[src/rtl/wdk_pkg.sv]
package wdk_pkg;

    // Register offsets within the block's window
    localparam logic [7:0] CTRL_OFS = 8'h40;
    localparam logic [7:0] STAT_OFS = 8'h44;

    // What the counter does in a given cycle
    typedef enum logic [1:0] {
        CNT_HOLD = 2'd0,
        CNT_LOAD = 2'd1,
        CNT_STEP = 2'd2
    } cnt_op_e;

endpackage

[src/rtl/wdk_decode.sv]
module wdk_decode #(
    parameter int ADDR_W = 8
) (
    input  logic              wr_en,
    input  logic              rd_en,
    input  logic [ADDR_W-1:0] addr,
    output logic              wr_ctrl,
    output logic              rd_ctrl,
    output logic              rd_stat
);
    import wdk_pkg::*;

    localparam logic [ADDR_W-1:0] CTRL_A = ADDR_W'(CTRL_OFS);
    localparam logic [ADDR_W-1:0] STAT_A = ADDR_W'(STAT_OFS);

    always_comb begin
        wr_ctrl = wr_en && (addr == CTRL_A);
        rd_ctrl = rd_en && (addr == CTRL_A);
        rd_stat = rd_en && (addr == STAT_A);
    end
endmodule

[src/rtl/wdk_key_gate.sv]
module wdk_key_gate #(
    parameter int DATA_W = 32,
    parameter int CNT_W  = 8,
    parameter int KEY_W  = 7
) (
    input  logic              clk,
    input  logic              rst_n,
    input  logic              wr_ctrl,
    input  logic [DATA_W-1:0] wdata,
    output logic              accept,
    output logic [DATA_W-1:0] ctrl_word
);
    localparam int EN_BIT  = CNT_W;
    localparam int KEY_LSB = CNT_W + 1;
    localparam int KEY_MSB = KEY_LSB + KEY_W - 1;

    typedef struct packed {
        logic [DATA_W-1:0] word;
    } gate_t;

    gate_t st_d, st_q;
    logic  armed;
    logic  key_ok;

    always_comb begin
        st_d   = st_q;
        armed  = st_q.word[EN_BIT];
        key_ok = (wdata[KEY_MSB:KEY_LSB] == ~st_q.word[KEY_MSB:KEY_LSB]);
        accept = wr_ctrl && (!armed || key_ok);
        if (accept) begin
            st_d.word = wdata;
        end
    end

    always_ff @(posedge clk) begin
        if (!rst_n) begin
            st_q <= '0;
        end else begin
            st_q <= st_d;
        end
    end

    assign ctrl_word = st_q.word;
endmodule

[src/rtl/wdk_counter.sv]
module wdk_counter #(
    parameter int CNT_W = 8
) (
    input  logic             clk,
    input  logic             rst_n,
    input  logic             load,
    input  logic [CNT_W-1:0] load_val,
    input  logic             load_run,
    input  logic             tick,
    output logic [CNT_W:0]   count,
    output logic             expire
);
    import wdk_pkg::*;

    localparam int          CW   = CNT_W + 1;
    localparam logic [CW-1:0] FULL = CW'(1) << CNT_W;
    localparam logic [CW-1:0] ONE  = CW'(1);

    typedef struct packed {
        logic [CW-1:0] cnt;
        logic          run;
        logic          req;
    } ctr_t;

    ctr_t    st_d, st_q;
    cnt_op_e op;

    always_comb begin
        if (load) begin
            op = CNT_LOAD;
        end else if (tick && st_q.run) begin
            op = CNT_STEP;
        end else begin
            op = CNT_HOLD;
        end

        st_d     = st_q;
        st_d.req = 1'b0;
        unique case (op)
            CNT_LOAD: begin
                st_d.cnt = (load_val == '0) ? FULL : {1'b0, load_val};
                st_d.run = load_run;
            end
            CNT_STEP: begin
                st_d.cnt = st_q.cnt - ONE;
                if (st_q.cnt == ONE) begin
                    st_d.run = 1'b0;
                    st_d.req = 1'b1;
                end
            end
            default: begin
                st_d.cnt = st_q.cnt;
            end
        endcase
    end

    always_ff @(posedge clk) begin
        if (!rst_n) begin
            st_q <= '0;
        end else begin
            st_q <= st_d;
        end
    end

    assign count  = st_q.cnt;
    assign expire = st_q.req;
endmodule

[src/rtl/wdk_top.sv]
module wdk_top #(
    parameter int ADDR_W = 8,
    parameter int DATA_W = 32,
    parameter int CNT_W  = 8,
    parameter int KEY_W  = 7
) (
    input  logic              clk,
    input  logic              rst_n,
    input  logic              wr_en,
    input  logic              rd_en,
    input  logic [ADDR_W-1:0] addr,
    input  logic [DATA_W-1:0] wdata,
    output logic [DATA_W-1:0] rdata,
    input  logic              tick,
    output logic              rst_req
);
    localparam int CW = CNT_W + 1;

    logic              wr_ctrl, rd_ctrl, rd_stat;
    logic              accept;
    logic [DATA_W-1:0] ctrl_w;
    logic [CW-1:0]     cnt_w;

    wdk_decode #(.ADDR_W(ADDR_W)) u_dec (
        .wr_en   (wr_en),
        .rd_en   (rd_en),
        .addr    (addr),
        .wr_ctrl (wr_ctrl),
        .rd_ctrl (rd_ctrl),
        .rd_stat (rd_stat)
    );

    wdk_key_gate #(.DATA_W(DATA_W), .CNT_W(CNT_W), .KEY_W(KEY_W)) u_gate (
        .clk       (clk),
        .rst_n     (rst_n),
        .wr_ctrl   (wr_ctrl),
        .wdata     (wdata),
        .accept    (accept),
        .ctrl_word (ctrl_w)
    );

    wdk_counter #(.CNT_W(CNT_W)) u_cnt (
        .clk      (clk),
        .rst_n    (rst_n),
        .load     (accept),
        .load_val (wdata[CNT_W-1:0]),
        .load_run (wdata[CNT_W]),
        .tick     (tick),
        .count    (cnt_w),
        .expire   (rst_req)
    );

    always_comb begin
        rdata = '0;
        if (rd_ctrl) begin
            rdata = ctrl_w;
        end else if (rd_stat) begin
            rdata = DATA_W'(cnt_w);
        end
    end
endmodule

[config.mk]
export PLATFORM = sky130hd
export DESIGN_NAME = wdk_top
export DESIGN_NICKNAME = d
export VERILOG_FILES = /design/src/rtl/wdk_pkg.sv /design/src/rtl/wdk_decode.sv /design/src/rtl/wdk_key_gate.sv /design/src/rtl/wdk_counter.sv /design/src/rtl/wdk_top.sv
export SDC_FILE = /design/constraint.sdc
export NUM_CORES = 1
export LEC_CHECK = 0
export BUFFER_PORTS_ARGS = -buffer_cell sky130_fd_sc_hd__buf_2
export CORE_ASPECT_RATIO = 1.25
export CORE_MARGIN = 4
export CORE_UTILIZATION = 50
export DETAILED_ROUTE_END_ITERATION = 6
export PLACE_DENSITY = 0.8
export SYNTH_ARGS = -nofsm -noshare
export SYNTH_HDL_FRONTEND = slang
export SYNTH_SLANG_ARGS = --single-unit
[constraint.sdc]
create_clock -name clk -period 4.3 [get_ports clk]
set_input_delay 0.86 -clock clk [delete_from_list [all_inputs] [get_ports clk]]
set_output_delay 0.86 -clock clk [all_outputs]
set_load 0.02 [all_outputs]
# Word-level counts from Yosys, hierarchy flattened
# Cells that the tools add are included.
# word_totals
regBits	43
inputBits	45
output_inout_bits	33
# op_classes
n_addsub	1
eq_ne	7
muxes	8
n_bitwise	1
reduce_logical	11
# op_table
operator	count
2-to-1 mux 32 bit	1
2-to-1 mux 9 bit	2
one-hot mux 9 bit (2 select lines)	1
== test 8 x 7 -> 1 bit (second input constant)	2
== test 9 x 1 -> 1 bit (second input constant)	1
subtractor 9 x 1 -> 9 bit (second input constant)	1
logical NOT 8 bit	1
== test 7 bit	1
inverter 7 bit	1
2-to-1 mux 2 bit	3
logical AND 1 bit	5
AND reduction 2 bit	2
== test 2 x 1 -> 1 bit (second input constant)	1
== test 2 bit (second input constant)	1
inequality test 2 x 1 -> 1 bit (second input constant)	1
one-hot mux 1 bit (2 select lines)	1
nonzero test 2 bit	1
logical NOT 1 bit	1
logical OR 1 bit	1

# Logic depth before layout (Yosys ltp)
# Gate-level depths: netlist of run 1.
# depth
depth_word	8
ltp_mapped	6

# Modules after synthesis
# A second synthesis of run 1 with hierarchy kept.
# hier_totals
cells_unflattened	279
area_unflattened_um2	2397.3
# by_module_without_submodules
module	n_inst	cells_per_inst	area_each_um2
wdk_key_gate	1	149	1366.3
wdk_counter	1	85	708.2
wdk_top	1	39	264.0
wdk_decode	1	6	58.8

# Least setup slack after synthesis of run 1
# Ideal clock, no wire load.
# synth_path
path_type	input port to output port
start	input addr[5]
end	output rdata[11]
arrival_time_ps	1994
required_time_ps	3440
path_slack_ps	1446
cell_stages	5
path_buffers	1
cell_sequence	nor4b_4 nand3_2 nor2_2 clkbuf_1 and2_1
# synth_between
elab_chain_cells	3
# synth_rtl
item	line_no	rtl
start, declared	wdk_top.sv:11	input logic [ADDR_W-1:0] addr,
== test 8 x 7 -> 1 bit	wdk_decode.sv:18	rd_ctrl = rd_en && (addr == CTRL_A);
logical AND 1 bit	wdk_decode.sv:18	
2-to-1 mux 32 bit	wdk_top.sv:55	if (rd_ctrl) begin
end, declared	wdk_top.sv:13	output logic [DATA_W-1:0] rdata,
# No other way between the ends.

# Worst setup path in the final report of run 1
# layout_path
start	input addr[5]
end	output rdata[13]
# The elaborated chain is that of the path after synthesis.

==> impl_metrics.ini, run 1 <==
[outcome]
status = finished, final reports clean

[clocking]
cts_buffers = 5
postCtsSetupBuffers = 0
cts_sinks = 43
h-tree-depth = 2
clk_pin_slew_ns = 0.07
cts_resized = 0
insertion_delay_ns = 0.30
cts_tree = yes
clk_path_buf_depth = 2
cts_root_buf = clkbuf_8
hold_buffers = 0

[critical_path]
arrival_ns = 2.62
crit_type = primary input to output port
cp-end-kind = output port
worstPathMaxFanout = 23
r2r_cells = 5
required_ns = 3.44
startpoint_type = primary input

[floorplan]
die_h_um = 82.18
initial_core_util = 0.5285
die-area_um2 = 5534
row_count = 26
die_x_um = 67.34
ios = 78
coreArea_um2 = 4164

[placement]
io_buffers = 77
gp_congestion = 0.8466
hpwl_um = 3868

[global_routing]
grt_start_max_net_pins = 38
grt_overflow = 0
grt_util_all_layers = 0.2196
first_global_vias = 2111
grt_pass1_wl_um = 9453
antenna_found_initial = 0

[yosys]
syn_avg_cell_area_um2 = 8.121
ys_top_cells_by_count = dfxtp_1 (43), o21ai_0 (36), a21oi_1 (34), nand3_1 (34), and2_1 (23)
ys_ff_latch = 43
yosysSeqAreaShare = 0.3911
synthCells = 271
yosys_warnings = 0
synth_top_area_cell = dfxtp_1
yosysMostFrequentCell = dfxtp_1
syn-num-nets = 318
ys_types = 34
synth-main-ff-cell = dfxtp_1
synth-edff-count = 0
yosysTopAreaCellShare = 0.3911
syn_area_um2 = 2201
synth_area_leaders = dfxtp_1 (39%), o21ai_0 (8.2%), a21oi_1 (7.7%), nand3_1 (7.7%), and2_1 (6.5%)
ys_async_sr_fraction = 0

[run]
maxCapViolCount = 0

[hold_path]
min_path_cells = 2
min_path_type = register to register

[power_and_ir_drop]
irDropWorstVdd_uv = 212.8
p_leak_nw = 1.112
powerDensity_nw_per_um2 = 262.4
power_uw = 701.9

[routing]
firstDrtPassIters = 6
initialDrtViolationCount = 119
ant_nets = 0
via_per_inst = 5.624
vias = 2216
drc = 0
routedWlPerCell_um = 14.43
drt-total-wl_um = 5684

[finish]
drive_above_1_share = 0.2751
nets = 385
syn_to_final_growth_pct = 21.55
insertedDiodeCount = 0

[sta]
hold_viol_final = 0
finalClockSkew_ns = 0.01210
rsz0062_at_grt = no
tightest_slew_ns = 1.033
slew_headroom = 0.3116
finalMaxSlewViolations = 0
setup-tns-final_ns = 0
setup-violations-final = 0
clock.fmax_mhz = 287.3
fin_crit_ns = 3.480
fin_crit_sh = 0.8093
[stage by stage]
stage | utilization | hold WS [ns] | cells | cell area, um2 | worst slack [ns]
after global routing | 0.6424 | 0.4852 | 394 | 2675 | 0.6089
after detailed placement | 0.6214 | 0.4511 | 387 | 2587 | 0.7853
after global placement | 0.6214 | 0.4462 | 387 | 2587 | 0.8755
after floorplan | - | 0.4353 | 271 | 2201 | 1.446
final | 0.6424 | 0.4614 | 394 | 2675 | 0.8199
after CTS | 0.6424 | 0.4642 | 394 | 2675 | 0.7772
[cells in the final DEF, fill, tap and decap left out, types with 2 or more instances in the layout]
| cell | instances |
|---|---|
| xnor2_1 | 6 |
| nand3_1 | 34 |
| nor4_1 | 4 |
| o31ai_1 | 4 |
| a21oi_1 | 34 |
| buf_4 | 3 |
| nor2_1 | 14 |
| nand4_1 | 7 |
| ha_1 | 2 |
| and2_1 | 23 |
| xor2_1 | 9 |
| mux2i_1 | 10 |
| buf_2 | 77 |
| nand2_1 | 8 |
| clkbuf_8 | 6 |
| inv_1 | 2 |
| o21ai_0 | 36 |
| dfxtp_1 | 43 |
[worst max-delay path, cell delays in order]
cell and delay [ns]:
buf_2 0.11, nor4b_4 0.33, nand3_2 0.29, nor2_2 0.63, and2_1 0.23, buf_2 0.16
[report_power, final]
part           switching (mW)  total [mW]  internal [mW]
registers            0.000406       0.399          0.398
clock network           0.134       0.260          0.126
logic                  0.0233      0.0431         0.0198
total                   0.158       0.702          0.544
[cells by family after synthesis]
kind of cell,share of synthesized area
AOI/OAI and AO/OA,0.1882
xor gates and xnor gates,0.05969
adders and majority gates,0.01137
buffers and inverters,0.04661
DFF,0.3911
muxes,0.04548
and+or+nand+nor,0.2575
[layout make-up]
class,count,area (um2)
fill,409,1489
multi-input combinational,205,1237
sequential,43,860.8
timing repair buffer,80,407.9
clock buffer,6,82.58
tap,56,70.07
inverter,3,11.26
clock inverter,1,5.005
[registers in the layout, summed over array words and instances, names as in the netlist]
name / cells
u_cnt.count: 9
u_gate.ctrl_word: 32
u_cnt.expire: 1
u_cnt.st_q: 1
[worst paths after layout]
check,startpoint,slack (ns),endpoint
worst max-delay path,addr[5],0.82,rdata[13]
worst min-delay path,u_gate.ctrl_word[1]$_SDFFE_PN0P_,0.46,u_gate.ctrl_word[1]$_SDFFE_PN0P_
worst max register to register,u_gate.ctrl_word[12]$_SDFFE_PN0P_,2.29,u_cnt.count[2]$_SDFFE_PN0P_
worst min register to register,u_gate.ctrl_word[1]$_SDFFE_PN0P_,0.46,u_gate.ctrl_word[1]$_SDFFE_PN0P_
[routing by layer]
layer  global-route usage  wire length (um)  vias to the layer above
li1                     -                 -                     1090
met1               0.2506              2236                     1034
met2               0.3963              2928                       85
met3              0.04871               453                        7
met4              0.07911                65                        0
met5                    0                 0                        -
Power figures use the tool's default switching activity.
==> inputs of run 2 (changes only) <==
--- a/config.mk
+++ b/config.mk
@@ -8,9 +8,9 @@
 export BUFFER_PORTS_ARGS = -buffer_cell sky130_fd_sc_hd__buf_2
 export CORE_ASPECT_RATIO = 1.25
 export CORE_MARGIN = 4
-export CORE_UTILIZATION = 50
+export CORE_UTILIZATION = 45
 export DETAILED_ROUTE_END_ITERATION = 6
-export PLACE_DENSITY = 0.8
+export PLACE_DENSITY = 0.76
 export SYNTH_ARGS = -nofsm -noshare
 export SYNTH_HDL_FRONTEND = slang
 export SYNTH_SLANG_ARGS = --single-unit
==> constraint.sdc (replaced) <==
create_clock -name clk -period 3.06 [get_ports clk]
set_input_delay 0.612 -clock clk [delete_from_list [all_inputs] [get_ports clk]]
set_output_delay 0.612 -clock clk [all_outputs]
set_load 0.02 [all_outputs]
==> impl_metrics.ini, run 2 (synthesized netlist as in run 1, its figures left out) <==
[global_routing]
grt_overflow = 0
grt_pass1_wl_um = 9577
grt_start_max_net_pins = 38
antenna_found_initial = 0
grt_util_all_layers = 0.1931
first_global_vias = 2189

[floorplan]
row_count = 28
initial_core_util = 0.4653
coreArea_um2 = 4730
ios = 78
die_x_um = 70.55
die_h_um = 86.19
die-area_um2 = 6081

[critical_path]
reg2reg_to = u_cnt.count[0]$_SDFFE_PN0P_
crit_slowest_cell = nor3_1
startpoint_type = primary input
cpLargestDelayFamily = simple AND/OR/NAND/NOR gates
r2r_cells = 5
critical_path.max_stage_delay_ns = 0.37
cp_common_cell = buf_2
worst-path-buf-inv = 3
required_ns = 2.45
crit_chain = buf_2 -> nor3_1 -> nand3_2 -> nor2_2 -> buf_4 -> and2_1 -> buf_2
cp-end-kind = output port
arrival_ns = 1.86
r2r-start = u_gate.ctrl_word[10]$_SDFFE_PN0P_
rrSetupSlack_ns = 1.09
crit_type = primary input to output port
worstPathMaxFanout = 23

[placement]
gp_congestion = 0.8598
place_area_um2 = 2615
hpwl_um = 4064
dpl_worst_slack_ns = 0.5612
io_buffers = 77

[sta]
tightest_slew_ns = 0.9803
hold_viol_final = 0
slew_headroom = 0.3465
finalClockSkew_ns = 0.006026
setup-violations-final = 0
finalMaxSlewViolations = 0
setup_ws_ns = 0.5871
setup-tns-final_ns = 0
rsz0062_at_grt = no
fin_crit_ns = 2.473
fin_crit_sh = 0.8081
clock.fmax_mhz = 404.4

[clocking]
cts_root_buf = clkbuf_8
h-tree-depth = 2
cts_resized = 0
cts_buffers = 5
cts_tree = yes
insertion_delay_ns = 0.29
postCtsSetupBuffers = 0
clk_path_buf_depth = 2
hold_buffers = 0
clk_pin_slew_ns = 0.08
cts_sinks = 43

[routing]
via_per_inst = 5.473
drc = 0
firstDrtPassIters = 4
ant_nets = 0
drt-total-wl_um = 5740
initialDrtViolationCount = 196
vias = 2200
routedWlPerCell_um = 14.28

[power_and_ir_drop]
p_leak_nw = 1.130
clkPwrFrac = 0.386
powerDensity_nw_per_um2 = 373.2
pwr-share-seq = 0.553
switching_share = 0.2166
internal-power_uw = 793.7
pwr-share-comb = 0.061
p_sw_uw = 219.5
irDropWorstVdd_uv = 243.4

[hold_path]
min_path_cells = 2
whs_endpoint = u_gate.ctrl_word[0]$_SDFFE_PN0P_
hold_start = u_gate.ctrl_word[0]$_SDFFE_PN0P_
min_path_type = register to register

[finish]
syn_to_final_growth_pct = 23.37
design_area_um2 = 2715
nets = 388
drive_above_1_share = 0.2807
final_util = 0.5741
insertedDiodeCount = 0
final_cell_mix = buf_2 (77), dfxtp_1 (43), o21ai_0 (36)
largest_reg_flops = 32
final_common_cell = buf_2

[run]
maxCapViolCount = 0

[outcome]
status = finished, final reports clean
-- run 2: cell types whose count changed in the layout (fill, tap and decap cells not counted), sizes merged --
cell | previous run | this run
clkbuf | 6 | 8
buf | 80 | 83
clkinv | 1 | 0
-- run 2: how the worst max path moves through the flow --
stage / end / slack [ns] / cells after the start / startpoint
5_1_grt: rdata[23] / 0.44 / 7 / addr[1]
6_report: rdata[9] / 0.59 / 7 / addr[1]
3_5_place_dp: rdata[9] / 0.56 / 7 / addr[1]
2_1_floorplan: rdata[11] / 0.70 / 5 / addr[5]
4_1_cts: rdata[9] / 0.56 / 7 / addr[1]
3_3_place_gp: rdata[9] / 0.65 / 7 / addr[1]
-- run 2: area by class of cell --
cell class | instances | area, um2
tap | 60 | 75.07
clock buffer | 8 | 100.1
timing repair buffer | 83 | 430.4
multi-input combinational | 205 | 1237
sequential | 43 | 860.8
inverter | 3 | 11.26
fill | 473 | 2014
-- run 2: metal layers --
metal / GRT usage / share of wire
met1: 0.2095 / 0.40
met2: 0.3560 / 0.52
met3: 0.04872 / 0.064
met4: 0.07863 / 0.021
met5: 0 / 0
-- run 2: stage by stage --
step | power [mW] | hold WS [ns] | instances
6_report | 1.013 | 0.4624 | 402
2_1_floorplan | 0.5960 | 0.4353 | 271
3_5_place_dp | 0.6350 | 0.4492 | 394
3_3_place_gp | 0.6342 | 0.4444 | 394
5_1_grt | 1.047 | 0.4933 | 402
4_1_cts | 1.024 | 0.4622 | 402
-- run 2: power by group through the flow --
stage          Clock (mW)  Combinational, mW  Sequential [mW]
6_report            0.392             0.0614            0.560
5_1_grt             0.420             0.0674            0.560
4_1_cts             0.402             0.0618            0.560
3_5_place_dp            0             0.0615            0.573
3_3_place_gp            0             0.0608            0.573
2_1_floorplan           0             0.0227            0.573
-- run 2: tightest hold or removal path: cells and delay by family, from the launching register on --
family             cells  cell delay (ns)
AOI/OAI and AO/OA      1             0.06
DFF                    1             0.31
and+or+nand+nor        1             0.05
==> inputs of run 3 (changes only) <==
--- a/config.mk
+++ b/config.mk
@@ -8,9 +8,9 @@
 export BUFFER_PORTS_ARGS = -buffer_cell sky130_fd_sc_hd__buf_2
 export CORE_ASPECT_RATIO = 1.25
 export CORE_MARGIN = 4
-export CORE_UTILIZATION = 45
+export CORE_UTILIZATION = 49
 export DETAILED_ROUTE_END_ITERATION = 6
-export PLACE_DENSITY = 0.76
+export PLACE_DENSITY = 0.79
 export SYNTH_ARGS = -nofsm -noshare
 export SYNTH_HDL_FRONTEND = slang
 export SYNTH_SLANG_ARGS = --single-unit
==> constraint.sdc (replaced) <==
create_clock -name clk -period 2.5 [get_ports clk]
set_input_delay 0.5 -clock clk [delete_from_list [all_inputs] [get_ports clk]]
set_output_delay 0.5 -clock clk [all_outputs]
set_load 0.02 [all_outputs]
==> impl_metrics.ini, run 3 (synthesized netlist as in run 1, its figures left out) <==
[clocking]
clk_pin_slew_ns = 0.08
cts_resized = 0
clk_path_buf_depth = 2
cts_tree = yes
cts_buffers = 5
cts_root_buf = clkbuf_8
h-tree-depth = 2
insertion_delay_ns = 0.29
postCtsSetupBuffers = 0
cts_sinks = 43
hold_buffers = 0

[floorplan]
die_x_um = 67.95
initial_core_util = 0.5011
die_h_um = 82.93
die-area_um2 = 5635
coreArea_um2 = 4392
row_count = 27
ios = 78

[placement]
io_buffers = 77
hpwl_um = 4000
dp.cells = 393
gp_congestion = 0.8774

[finish]
nets = 389
insertedDiodeCount = 0
final_cell_mix = buf_2 (77), dfxtp_1 (43), o21ai_0 (36)
finalNonFillerCells = 401
drive_above_1_share = 0.2828
syn_to_final_growth_pct = 23.59
largest_reg_flops = 32
final_common_cell = buf_2

[critical_path]
crit_type = primary input to output port
worst-path-buf-inv = 3
arrival_ns = 1.73
cpLargestDelayFamily = simple AND/OR/NAND/NOR gates
cp-end-kind = output port
worstPathMaxFanout = 23
startpoint_type = primary input
crit_slowest_cell = nor4b_4
cp_common_cell = buf_2
required_ns = 2.00
crit_chain = buf_2 -> nor4b_4 -> nand3_2 -> nor2_2 -> buf_4 -> and2_1 -> buf_2
critical_path.max_stage_delay_ns = 0.33

[routing]
firstDrtPassIters = 4
routedWlPerCell_um = 14.19
drt-total-wl_um = 5692
via_per_inst = 5.499
drc = 0
initialDrtViolationCount = 144
ant_nets = 0
vias = 2205

[outcome]
status = finished, final reports clean

[power_and_ir_drop]
p_leak_nw = 1.136
powerDensity_nw_per_um2 = 455.8
irDropWorstVdd_uv = 379.8

[sta]
hold_viol_final = 0
rsz0062_at_grt = no
fin_crit_ns = 2.231
setup-violations-final = 0
fin_crit_sh = 0.8924
finalMaxSlewViolations = 0
clock.fmax_mhz = 448.2
setup-tns-final_ns = 0
tightest_slew_ns = 0.6195
finalClockSkew_ns = 0.007120
slew_headroom = 0.5864

[global_routing]
grt_util_all_layers = 0.2085
grt_pass1_wl_um = 9183
grt_overflow = 0
first_global_vias = 2074
grt_start_max_net_pins = 38
antenna_found_initial = 0

[hold_path]
min_path_type = primary input to register

[run]
maxCapViolCount = 0
run 3: cell count changes in the layout (fill, tap and decap cells not counted), sizes merged:
cell,delta
buf,+1
run 3: final timing paths:
kind                                          start                           endpoint  slack (ns)  depth (start not counted)
setup reg to reg  u_gate.ctrl_word[10]$_SDFFE_PN0P_  u_gate.ctrl_word[30]$_SDFFE_PN0P_        0.67                          6
hold / removal                            wdata[20]  u_gate.ctrl_word[20]$_SDFFE_PN0P_        0.45                          3
hold reg to reg    u_gate.ctrl_word[7]$_SDFFE_PN0P_   u_gate.ctrl_word[7]$_SDFFE_PN0P_        0.46                          2
setup / recovery                            addr[5]                          rdata[22]        0.27                          7
run 3: power breakdown:
group          leakage (nW)  switching (mW)  internal, mW
clock network        0.0515           0.227         0.252
registers             0.346        0.000690         0.685
logic                 0.738          0.0409        0.0343
total                  1.14           0.268         0.972
run 3: cell type report:
class                           instances  area, um2
Fill cell                             438       1672
Multi-Input combinational cell        205       1237
Sequential cell                        43      860.8
Timing Repair Buffer                   84      437.9
Clock buffer                            8      100.1
Tap cell                               58      72.57
Inverter                                3      11.26
run 3: worst register-to-register path, delay by kind of cell, from the launching register on:
family / cells / cell delay (ns)
buffers and inverters: 1 / 0.30
AOI/OAI and AO/OA: 3 / 0.79
and+or+nand+nor: 1 / 0.15
DFF: 1 / 0.33
xor gates and xnor gates: 1 / 0.17
run 3: per-layer routing:
metal,vias to the layer above,track usage,part of all wire
met5,-,0,0
met4,0,0.09403,0.015
met3,5,0.03383,0.048
met2,59,0.3535,0.52
met1,1041,0.2483,0.42
li1,1100,-,-
run 3: metrics by stage:
| step | total power [mW] | area, um2 | hold WS, ns | worst slack [ns] | util |
|---|---|---|---|---|---|
| 4_1_cts | 1.248 | 2720 | 0.4471 | 0.2595 | 0.6194 |
| 6_report | 1.240 | 2720 | 0.4533 | 0.2690 | 0.6194 |
| 5_1_grt | 1.289 | 2720 | 0.4485 | 0.1869 | 0.6194 |
| 3_3_place_gp | 0.7762 | 2620 | 0.4430 | 0.3161 | 0.5966 |
| 2_1_floorplan | 0.7295 | 2201 | 0.4353 | 0.3655 | - |
| 3_5_place_dp | 0.7767 | 2620 | 0.4515 | 0.2673 | 0.5966 |
